===== config.mk =====
export PLATFORM = sky130hd
export DESIGN_NAME = dt_sched
export DESIGN_NICKNAME = d
export VERILOG_FILES = /design/src/rtl/dt_sched_pkg.sv /design/src/rtl/dt_sched_lpf.sv /design/src/rtl/dt_sched_bracket.sv /design/src/rtl/dt_sched_vtx.sv /design/src/rtl/dt_sched_interp.sv /design/src/rtl/dt_sched.sv
export SDC_FILE = /design/constraint.sdc
export NUM_CORES = 1
export LEC_CHECK = 0
export BUFFER_PORTS_ARGS = -buffer_cell sky130_fd_sc_hd__buf_2
export CORE_ASPECT_RATIO = 0.75
export CORE_MARGIN = 4
export CORE_UTILIZATION = 60
export CTS_CLUSTER_DIAMETER = 50
export CTS_CLUSTER_SIZE = 28
export DETAILED_ROUTE_END_ITERATION = 6
export MAX_ROUTING_LAYER = met4
export PLACE_DENSITY = 0.82
export SYNTH_ARGS = -nofsm -noshare
export SYNTH_HDL_FRONTEND = slang
export SYNTH_SLANG_ARGS = --single-unit

===== constraint.sdc =====
create_clock -name clk -period 11.8 [get_ports clk]
set_input_delay 0.59 -clock clk [delete_from_list [all_inputs] [get_ports clk]]
set_output_delay 0.59 -clock clk [all_outputs]
set_load 0.05 [all_outputs]

===== src/rtl/dt_sched_pkg.sv =====
package dt_sched_pkg;

  // Default geometry: 12-bit current at 1/32 A, seven vertices,
  // 4 A uniform segments up to the knee, last vertex at 75 A.
  localparam int DEF_CUR_W     = 12;
  localparam int DEF_N_VTX     = 7;
  localparam int DEF_SEG_SHIFT = 7;
  localparam int DEF_LAST_PT   = 2400;
  localparam int DEF_VTX_W     = 10;
  localparam int DEF_VFRAC     = 2;
  localparam int DEF_WGT_W     = 8;
  localparam int DEF_RECIP_SH  = 12;
  localparam int DEF_LPF_SHIFT = 2;

  // Fixed-point reciprocal of the wide segment span, scaled so that
  // (offset * recip) >> sh gives a WGT_W-bit fraction.
  function automatic int recip_of(input int span, input int wgt_w, input int sh);
    return (1 << (wgt_w + sh)) / span;
  endfunction

endpackage


===== src/rtl/dt_sched_lpf.sv =====
module dt_sched_lpf #(
  parameter int CUR_W = 12,
  parameter int SHIFT = 2
) (
  input  logic             clk,
  input  logic             rst,
  input  logic             stb,
  input  logic [CUR_W-1:0] cur,
  output logic [CUR_W-1:0] filt
);
  localparam int ACC_W = CUR_W + SHIFT;

  logic [ACC_W-1:0] acc_q;
  logic [ACC_W-1:0] acc_nxt;

  // State holds the filtered value scaled by 2^SHIFT; true result fits ACC_W.
  assign acc_nxt = acc_q + ACC_W'(cur) - (acc_q >> SHIFT);
  assign filt    = CUR_W'(acc_nxt >> SHIFT);

  always_ff @(posedge clk) begin
    if (rst)      acc_q <= '0;
    else if (stb) acc_q <= acc_nxt;
  end

  // filter state moves only on a strobe
  p_acc_hold_r7: assert property (@(posedge clk) disable iff (rst)
    !stb |=> $stable(acc_q));

endmodule


===== src/rtl/dt_sched_bracket.sv =====
module dt_sched_bracket #(
  parameter int CUR_W     = 12,
  parameter int N_VTX     = 7,
  parameter int SEG_SHIFT = 7,
  parameter int LAST_PT   = 2400,
  parameter int WGT_W     = 8,
  parameter int RECIP_SH  = 12
) (
  input  logic [CUR_W-1:0]         filt,
  output logic [$clog2(N_VTX)-1:0] idx_lo,
  output logic [$clog2(N_VTX)-1:0] idx_hi,
  output logic [WGT_W:0]           wt_lo,
  output logic [WGT_W:0]           wt_hi
);
  localparam int IDX_W = $clog2(N_VTX);
  localparam int KNEE  = (N_VTX - 2) << SEG_SHIFT;
  localparam int RECIP = dt_sched_pkg::recip_of(LAST_PT - KNEE, WGT_W, RECIP_SH);
  localparam int RW    = $clog2(RECIP + 1);
  localparam int PW    = CUR_W + RW;
  localparam logic [CUR_W-1:0] KNEE_C = CUR_W'(KNEE);
  localparam logic [CUR_W-1:0] LAST_C = CUR_W'(LAST_PT);
  localparam logic [WGT_W:0]   ONE    = (WGT_W+1)'(1) << WGT_W;
  localparam logic [IDX_W-1:0] TOP_LO = IDX_W'(N_VTX - 2);

  logic [WGT_W:0] uni_frac;
  logic [PW-1:0]  prod;

  // Position inside a uniform segment, rescaled to WGT_W fraction bits.
  generate
    if (SEG_SHIFT >= WGT_W) begin : g_trunc
      assign uni_frac = {1'b0, filt[SEG_SHIFT-1 -: WGT_W]};
    end else begin : g_widen
      assign uni_frac = (WGT_W+1)'(filt[SEG_SHIFT-1:0]) << (WGT_W - SEG_SHIFT);
    end
  endgenerate

  // Wide last segment: multiply by precomputed reciprocal instead of dividing.
  assign prod = PW'(filt - KNEE_C) * PW'(RECIP);

  always_comb begin
    if (filt >= LAST_C) begin
      idx_lo = TOP_LO;
      wt_hi  = ONE;
    end else if (filt >= KNEE_C) begin
      idx_lo = TOP_LO;
      wt_hi  = (WGT_W+1)'(prod >> RECIP_SH);
    end else begin
      idx_lo = IDX_W'(filt >> SEG_SHIFT);
      wt_hi  = uni_frac;
    end
    idx_hi = idx_lo + IDX_W'(1);
    wt_lo  = ONE - wt_hi;
  end

endmodule


===== src/rtl/dt_sched_vtx.sv =====
module dt_sched_vtx #(
  parameter int N_VTX = 7,
  parameter int VTX_W = 10
) (
  input  logic                     clk,
  input  logic                     we,
  input  logic [$clog2(N_VTX)-1:0] waddr,
  input  logic [VTX_W-1:0]         wdata,
  input  logic [$clog2(N_VTX)-1:0] raddr_a,
  input  logic [$clog2(N_VTX)-1:0] raddr_b,
  output logic [VTX_W-1:0]         rdata_a,
  output logic [VTX_W-1:0]         rdata_b
);
  localparam int IDX_W = $clog2(N_VTX);
  localparam logic [IDX_W-1:0] LIM = IDX_W'(N_VTX);

  logic [VTX_W-1:0] mem [N_VTX];

  // Plain write-port memory without reset, suited to distributed RAM.
  always_ff @(posedge clk) begin
    if (we && (waddr < LIM)) mem[waddr] <= wdata;
  end

  // Asynchronous reads see contents from before a same-edge write.
  assign rdata_a = (raddr_a < LIM) ? mem[raddr_a] : '0;
  assign rdata_b = (raddr_b < LIM) ? mem[raddr_b] : '0;

endmodule


===== src/rtl/dt_sched_interp.sv =====
module dt_sched_interp #(
  parameter int VTX_W = 10,
  parameter int VFRAC = 2,
  parameter int WGT_W = 8
) (
  input  logic                   clk,
  input  logic                   rst,
  input  logic                   in_vld,
  input  logic [VTX_W-1:0]       v_lo,
  input  logic [VTX_W-1:0]       v_hi,
  input  logic [WGT_W:0]         wt_lo,
  input  logic [WGT_W:0]         wt_hi,
  input  logic [VTX_W-VFRAC-1:0] dt_min,
  input  logic [VTX_W-VFRAC-1:0] dt_max,
  output logic [VTX_W-VFRAC-1:0] dt_q,
  output logic                   vld_q
);
  localparam int DT_W  = VTX_W - VFRAC;
  localparam int SH    = WGT_W + VFRAC;
  localparam int SUM_W = VTX_W + WGT_W + 2;
  localparam int Q_W   = SUM_W - SH;
  localparam logic [SUM_W-1:0] HALF = SUM_W'(1) << (SH - 1);

  logic [SUM_W-1:0] sum_w;
  logic [Q_W-1:0]   q;
  logic [DT_W-1:0]  sat;

  assign sum_w = SUM_W'(v_lo) * SUM_W'(wt_lo) + SUM_W'(v_hi) * SUM_W'(wt_hi) + HALF;
  assign q     = Q_W'(sum_w >> SH);

  always_comb begin
    if (q > Q_W'(dt_max))      sat = dt_max;
    else if (q < Q_W'(dt_min)) sat = dt_min;
    else                       sat = DT_W'(q);
  end

  always_ff @(posedge clk) begin
    if (rst) begin
      dt_q  <= '0;
      vld_q <= 1'b0;
    end else begin
      vld_q <= in_vld;
      if (in_vld) dt_q <= sat;
    end
  end

  // a fresh result lies inside the limits it was computed with
  p_sat_r6: assert property (@(posedge clk) disable iff (rst)
    (vld_q && $past(dt_min) <= $past(dt_max)) |->
      (dt_q >= $past(dt_min) && dt_q <= $past(dt_max)));

endmodule


===== src/rtl/dt_sched.sv =====
module dt_sched
  import dt_sched_pkg::*;
#(
  parameter int CUR_W     = DEF_CUR_W,
  parameter int N_VTX     = DEF_N_VTX,
  parameter int SEG_SHIFT = DEF_SEG_SHIFT,
  parameter int LAST_PT   = DEF_LAST_PT,
  parameter int VTX_W     = DEF_VTX_W,
  parameter int VFRAC     = DEF_VFRAC,
  parameter int WGT_W     = DEF_WGT_W,
  parameter int RECIP_SH  = DEF_RECIP_SH,
  parameter int LPF_SHIFT = DEF_LPF_SHIFT
) (
  input  logic                     clk,
  input  logic                     rst,
  input  logic [CUR_W-1:0]         cur_code,
  input  logic                     smp_stb,
  input  logic                     vw_en,
  input  logic [$clog2(N_VTX)-1:0] vw_addr,
  input  logic [VTX_W-1:0]         vw_data,
  input  logic [VTX_W-VFRAC-1:0]   dt_min,
  input  logic [VTX_W-VFRAC-1:0]   dt_max,
  output logic [VTX_W-VFRAC-1:0]   dt_out,
  output logic                     dt_valid,
  output logic [$clog2(N_VTX)-1:0] idx_lo,
  output logic [$clog2(N_VTX)-1:0] idx_hi,
  output logic [WGT_W:0]           wt_lo,
  output logic [WGT_W:0]           wt_hi
);
  localparam int IDX_W = $clog2(N_VTX);
  localparam int WT_W  = WGT_W + 1;
  localparam logic [WT_W:0]    ONE_X  = (WT_W+1)'(1) << WGT_W;
  localparam logic [IDX_W-1:0] TOP_LO = IDX_W'(N_VTX - 2);

  logic [CUR_W-1:0] filt;
  logic [IDX_W-1:0] b_lo, b_hi;
  logic [WT_W-1:0]  b_wlo, b_whi;
  logic [VTX_W-1:0] r_lo, r_hi;

  // Stage 1 registers: bracket, weights and both vertex values together.
  logic             s1_vld;
  logic [IDX_W-1:0] s1_lo, s1_hi;
  logic [WT_W-1:0]  s1_wlo, s1_whi;
  logic [VTX_W-1:0] s1_vlo, s1_vhi;

  dt_sched_lpf #(.CUR_W(CUR_W), .SHIFT(LPF_SHIFT)) u_lpf (
    .clk(clk), .rst(rst), .stb(smp_stb), .cur(cur_code), .filt(filt)
  );

  dt_sched_bracket #(
    .CUR_W(CUR_W), .N_VTX(N_VTX), .SEG_SHIFT(SEG_SHIFT),
    .LAST_PT(LAST_PT), .WGT_W(WGT_W), .RECIP_SH(RECIP_SH)
  ) u_bracket (
    .filt(filt), .idx_lo(b_lo), .idx_hi(b_hi), .wt_lo(b_wlo), .wt_hi(b_whi)
  );

  dt_sched_vtx #(.N_VTX(N_VTX), .VTX_W(VTX_W)) u_vtx (
    .clk(clk), .we(vw_en), .waddr(vw_addr), .wdata(vw_data),
    .raddr_a(b_lo), .raddr_b(b_hi), .rdata_a(r_lo), .rdata_b(r_hi)
  );

  always_ff @(posedge clk) begin
    if (rst) begin
      s1_vld <= 1'b0;
      s1_lo  <= '0;
      s1_hi  <= '0;
      s1_wlo <= '0;
      s1_whi <= '0;
      s1_vlo <= '0;
      s1_vhi <= '0;
    end else begin
      s1_vld <= smp_stb;
      if (smp_stb) begin
        s1_lo  <= b_lo;
        s1_hi  <= b_hi;
        s1_wlo <= b_wlo;
        s1_whi <= b_whi;
        s1_vlo <= r_lo;
        s1_vhi <= r_hi;
      end
    end
  end

  dt_sched_interp #(.VTX_W(VTX_W), .VFRAC(VFRAC), .WGT_W(WGT_W)) u_interp (
    .clk(clk), .rst(rst), .in_vld(s1_vld),
    .v_lo(s1_vlo), .v_hi(s1_vhi), .wt_lo(s1_wlo), .wt_hi(s1_whi),
    .dt_min(dt_min), .dt_max(dt_max), .dt_q(dt_out), .vld_q(dt_valid)
  );

  always_ff @(posedge clk) begin
    if (rst) begin
      idx_lo <= '0;
      idx_hi <= '0;
      wt_lo  <= '0;
      wt_hi  <= '0;
    end else if (s1_vld) begin
      idx_lo <= s1_lo;
      idx_hi <= s1_hi;
      wt_lo  <= s1_wlo;
      wt_hi  <= s1_whi;
    end
  end

  // the two exported weights always add up to one
  p_wsum_r3: assert property (@(posedge clk) disable iff (rst)
    dt_valid |-> ((WT_W+1)'(wt_lo) + (WT_W+1)'(wt_hi)) == ONE_X);

  // exported vertices are neighbours
  p_adjacent_r2: assert property (@(posedge clk) disable iff (rst)
    dt_valid |-> idx_hi == idx_lo + IDX_W'(1));

  // full weight on the upper vertex only happens in the clamped last segment
  p_clamp_r4: assert property (@(posedge clk) disable iff (rst)
    (dt_valid && wt_hi == WT_W'(ONE_X)) |-> idx_lo == TOP_LO);

  // a result appears two edges after its strobe
  p_latency_r8: assert property (@(posedge clk) disable iff (rst)
    (!$past(rst) && !$past(rst, 2)) |-> (dt_valid == $past(smp_stb, 2)));

  // outputs hold while no new result is presented
  p_hold_r8: assert property (@(posedge clk) disable iff (rst)
    (!$past(rst) && !dt_valid) |->
      ($stable(dt_out) && $stable(idx_lo) && $stable(wt_hi)));

endmodule


After elaboration in Yosys (flattened, before gate mapping)
Memories as Yosys holds them, arrays and structs flattened. A register that Yosys moved wholly into a read port is not among the register bits. Cells that the tools add are included. Widths: inputs -> output; s select.

Word-level logic and storage cells: 37. RAM bits: 70. Bits of input ports: 45. Register bits after elaboration: 72. Memories kept: 1. Output and inout bits: 33.

Magnitude comparators: 5. Muxes and demuxes: 8. Multiply operators: 3. Reduce and logical (&&, ||, !) cells: 1. Add/sub/neg operators: 7.

Memories: u_vtx.mem (words 7, width 10, read ports 2, clocked after Yosys merged registers in 2, wr ports 1, line dt_sched_vtx.sv:17) `logic [VTX_W-1:0] mem [N_VTX];`.

Operator list (count): $mul 10x9->19 (2); $mul 22x10->21 const B (1); $add 19x19->20 (1); $add 20x10->20 const B (1); $mux 9 (2); $mux 8 (2); $add 14x12->14 (1); $sub 14x12->14 (1); $sub 12x10->13 const B (1); $ge 12x10->1 const B (1); $ge 12x12->1 const B (1); $gt 10x8->1 (1); $lt 10x8->1 (1); $sub 9x9->9 const A (1); $mux 3 (2); $add 3x1->3 const B (1); $lt 3x3->1 const B (1); $mux 1 (2); $logic_and 1x1->1 (1).

Depth between registers and ports, before layout
Word-level depth: 7. Gate-level depth with buffers: 34. Mapped depth without buffers: 32.

Cells and area by module
Synthesis repeated with hierarchy kept, for this count alone.

Cell total of the unflattened synthesis: 1794. Area total of the unflattened synthesis: 17494.3 sq um.

By module, submodules not included: dt_sched_interp (sequential area each 180.2 sq um, area each 6975.4 sq um, cells each 802, instances 1); dt_sched_vtx (sequential area each 2102.0 sq um, area each 3450.8 sq um, cells each 224, instances 1); dt_sched_bracket (sequential area each 0.0 sq um, area each 2835.2 sq um, cells each 328, instances 1); dt_sched (sequential area each 1381.3 sq um, area each 2482.4 sq um, cells each 222, instances 1); dt_sched_lpf (sequential area each 280.3 sq um, area each 1750.4 sq um, cells each 218, instances 1).

Least setup slack after synthesis
No wires, ideal clock.

Path kind: input-to-reg. Start: input port cur_code[3]. End: register s1_wlo[8]. Slack: 3364 ps. Library setup time: 136 ps. Data required time: 11664 ps. Cell stages on the path: 32. Arrival time: 8301 ps. Buffers on the path: 2. Cells stage by stage: inv_1 fa_1 inv_1 ha_1 o21a_2 a21oi_2 or2_2 a211oi_2 or2_2 clkbuf_1 clkbuf_1 nor2_1 xnor2_1 ha_1 ha_1 fa_1 fa_1 inv_1 fa_1 inv_1 ha_1 a21o_1 or3_1 o31a_1 o311a_1 a311o_1 a211o_1 a31oi_1 a31oi_1 o31a_1 mux2i_1 o311ai_1.

Longest elaborated chain between the ends: 7. Elaborated cells between the ends (all ways): 9. Classes of those cells: add/sub: 4; mul: 1; order compare: 2; mux: 2.

Ends and longest elaborated chain: from (decl) (line dt_sched.sv:16) `input logic [CUR_W-1:0] cur_code,`; $add 14x12->14 * (line dt_sched_lpf.sv:17) `assign acc_nxt = acc_q + ACC_W'(cur) - (acc_q >> SHIFT);`; $sub 14x12->14 * (line dt_sched_lpf.sv:17); $sub 12x10->13 (line dt_sched_bracket.sv:38) `assign prod = PW'(filt - KNEE_C) * PW'(RECIP);`; $mul 22x10->21 (line dt_sched_bracket.sv:38); $mux 9 (line dt_sched_bracket.sv:44) `end else if (filt >= KNEE_C) begin`; $mux 9 * (line dt_sched_bracket.sv:41) `if (filt >= LAST_C) begin`; $sub 9x9->9 * (line dt_sched_bracket.sv:52) `wt_lo = ONE - wt_hi;`; to (signal assigned) (line dt_sched.sv:76) `s1_wlo <= b_wlo;`; to (decl) (line dt_sched.sv:43) `logic [WT_W-1:0] s1_wlo, s1_whi;`.

Mark *: on every way between the ends. The rest lies on a longest branch, timed or not. A chain may end at the register's enable or synchronous reset.

Worst setup path after layout
Start: register u_lpf.acc_q[0]. End: register s1_wlo[8].

Longest elaborated chain between the ends: 7. Elaborated cells between the ends (all ways): 9. Classes of those cells: add/sub: 4; mul: 1; order compare: 2; mux: 2.

Ends and longest elaborated chain: from (decl) (line dt_sched_lpf.sv:13) `logic [ACC_W-1:0] acc_q;`; from (signal assigned) (line dt_sched_lpf.sv:22) `else if (stb) acc_q <= acc_nxt;`; $add 14x12->14 * (line dt_sched_lpf.sv:17); $sub 14x12->14 * (line dt_sched_lpf.sv:17); $sub 12x10->13 (line dt_sched_bracket.sv:38); $mul 22x10->21 (line dt_sched_bracket.sv:38); $mux 9 (line dt_sched_bracket.sv:44); $mux 9 * (line dt_sched_bracket.sv:41); $sub 9x9->9 * (line dt_sched_bracket.sv:52).

Marked as above.

==> metrics.cfg <==
[sta]
finalMaxSlewViolations=0
setup_tns_ns=0
skew_ns=0.01427
hold_viol=0
setup_viol=0
min_period_ns=8.753
max_freq_mhz=114.2
period_share=0.7418
slew_headroom=0.2614
rsz0062_at_grt=false
worst_pin_slew_ns=1.104

[routing]
post_drt_wl_per_cell_um=18.28
antenna_left=0
drtIter0Drc=815
firstDrtPassIters=5
num_vias=12007
via_per_inst=5.781
drt-total-wl_um=37960
post-route-drc-count=0

[min_path]
hold_path.class=in -> reg

[clocking]
path_clk_slew_ns=0.08
cts_tree=yes
htreeDepth=4
cts_resized=0
cts.sinks=160
clk-insertion-delay-late_ns=0.43
clockBufferDepth=2
cts_hold_buf=0
cts-root-buf=clkbuf_16
post_cts_buffers=0
cts_buffers=17

[placement]
place.gp.congestion=0.9140
portBuffers=77
place_hpwl_um=28740

[floorplanning]
dieArea_mm2=0.03008
die-width_um=198.9
core.rowCount=52
start_util=0.6091
io_pins=78
core_area_mm2=0.02694
die_y_um=151.2

[outcome]
status=finished clean

[worst_setup_path]
critPathMaxStageDelay_ns=0.55
path_max_fanout=17
cp_slowest_cell=nand3_2
critical-path-top-delay-family=compound AO/OA/AOI/OAI gates
critPathBufInv=5
start_kind=flop
arrival_ns=9.04
endpoint_kind=flop
worst-endpoint-required_ns=12.08
crit_type=reg -> reg

[yosys]
async_reset_ff_frac=0
netlist_top_cells_area=fa_1 (23%), ha_1 (13%), edfxtp_1 (13%)
synth_common_cells=inv_1 (286), fa_1 (187), ha_1 (172)
ys.warnings.count=0
syn_inst=1689
synth_cell_types=82
synth.avg_cell_area_um2=9.713
synth.ff_latch_count=160
synth-main-ff-cell=dfxtp_1
synth.top_cell.area_share=0.2282
synth_area_mm2=0.01641
syn_nets=2093
synth_edf_count=70
ys_seq_area_frac=0.2379
yosysTopAreaCell=fa_1
yosysMostFrequentCell=inv_1

[global_routing]
antenna_found_initial=0
grt_max_degree=84
grt_pass1_vias=12242
grt_pass1_wl_um=62660
overflow=0
track_usage=0.2713

[finish]
area_growth_pct=7.169
nets=2117
diodes=0
nFillCells=2094
drive_above_1_share=0.09791

[job]
cap_violations=0

-- area by class of cell --
class / count / area [um^2] / area share
Multi-Input combinational cell: 1159 / 11070 / 0.6298
Sequential cell: 160 / 3904 / 0.2220
Inverter: 288 / 1081 / 0.06149
Timing Repair Buffer: 87 / 460.4 / 0.02619
Tap cell: 351 / 439.2 / 0.02498
Clock buffer: 18 / 429.2 / 0.02441
Clock inverter: 14 / 195.2 / 0.01110
-- routing by layer --
layer	routed length, um	vias to the layer above	global-route usage	part of all wire
met1	17250	5999	0.3840	0.45
li1	-	5558	-	-
met4	506	0	0.05742	0.013
met3	2459	39	0.03803	0.065
met2	17750	411	0.4239	0.47
met5	0	-	-	0
-- registers in the layout, summed over array words and instances, names as in the netlist --
name	cells
s1_lo	3
s1_whi	8
s1_vld	1
idx_hi	3
wt_hi	8
s1_vhi	10
wt_lo	9
s1_hi	3
s1_vlo	10
idx_lo	3
s1_wlo	9
u_interp.dt_q	8
u_interp.vld_q	1
u_vtx.mem	70
u_lpf.acc_q	14
-- cell usage in the layout (no fill, tap or decap), types with 6 or more instances in the layout --
master     Yosys  final
a211oi_1      25     25
a21o_1        16     16
a21oi_1       54     54
a221o_1        7      7
and2_1        85     85
buf_2          3     77
buf_4          4     10
clkbuf_16      0     17
dfxtp_1       90     90
edfxtp_1      70     70
fa_1         187    187
ha_1         172    172
inv_1        286    286
mux2_2         6      6
mux2i_1       84     84
mux4_2        10     10
nand2_1      166    166
nand2b_1      14     14
nand3_1       10     10
nor2_1       104    104
nor2b_1       16     16
nor3_1        25     23
o21a_1         9      9
o21ai_0       29     29
o22ai_1       11     11
or2_2          6      6
xnor2_1       19     19
xor2_1        11     11
-- path summary, 6_finish.rpt --
kind                    startpoint                to  slack (ns)  cells past startpoint
setup reg to reg    u_lpf.acc_q[0]         s1_wlo[8]        3.05                     32
hold / removal           dt_max[2]  u_interp.dt_q[2]        0.40                      2
hold reg to reg   u_interp.dt_q[7]  u_interp.dt_q[7]        0.47                      2
setup / recovery    u_lpf.acc_q[0]         s1_wlo[8]        3.05                     32
-- cell families after synthesis --
group                      synth area share
adders and majority gates            0.3594
other                             0.0004578
xor gates and xnor gates            0.02082
and+or+nand+nor                      0.1338
DFF                                  0.2380
buffers and inverters               0.08771
muxes                               0.06910
AOI/OAI and AO/OA                   0.09076
-- worst register-to-register path: cells and delay by family, from the launching register on --
kind            cells  cell delay [ns]
compound gates     13             3.20
xor+xnor            1             0.23
fa+ha+maj           7             2.74
buf+inv             5             0.59
flops               1             0.34
mux                 1             0.13
simple gates        5             1.35
-- metrics by stage --
| step | hold slack [ns] | util | instances | setup slack, ns | instance area (um^2) |
|---|---|---|---|---|---|
| 3_3_place_gp | 0.4532 | 0.6296 | 2045 | 2.920 | 16960 |
| 5_1_grt | 0.3970 | 0.6527 | 2077 | 2.489 | 17580 |
| 4_1_cts | 0.3649 | 0.6527 | 2077 | 3.083 | 17580 |
| 2_1_floorplan | 0.4434 | - | 1689 | 3.364 | 16410 |
| 6_report | 0.3959 | 0.6527 | 2077 | 3.047 | 17580 |
| 3_5_place_dp | 0.4542 | 0.6296 | 2045 | 2.787 | 16960 |
Power is left out: the tool's default activity adds up to more than one toggle a clock period on the data nets, which glitch-free logic cannot reach.
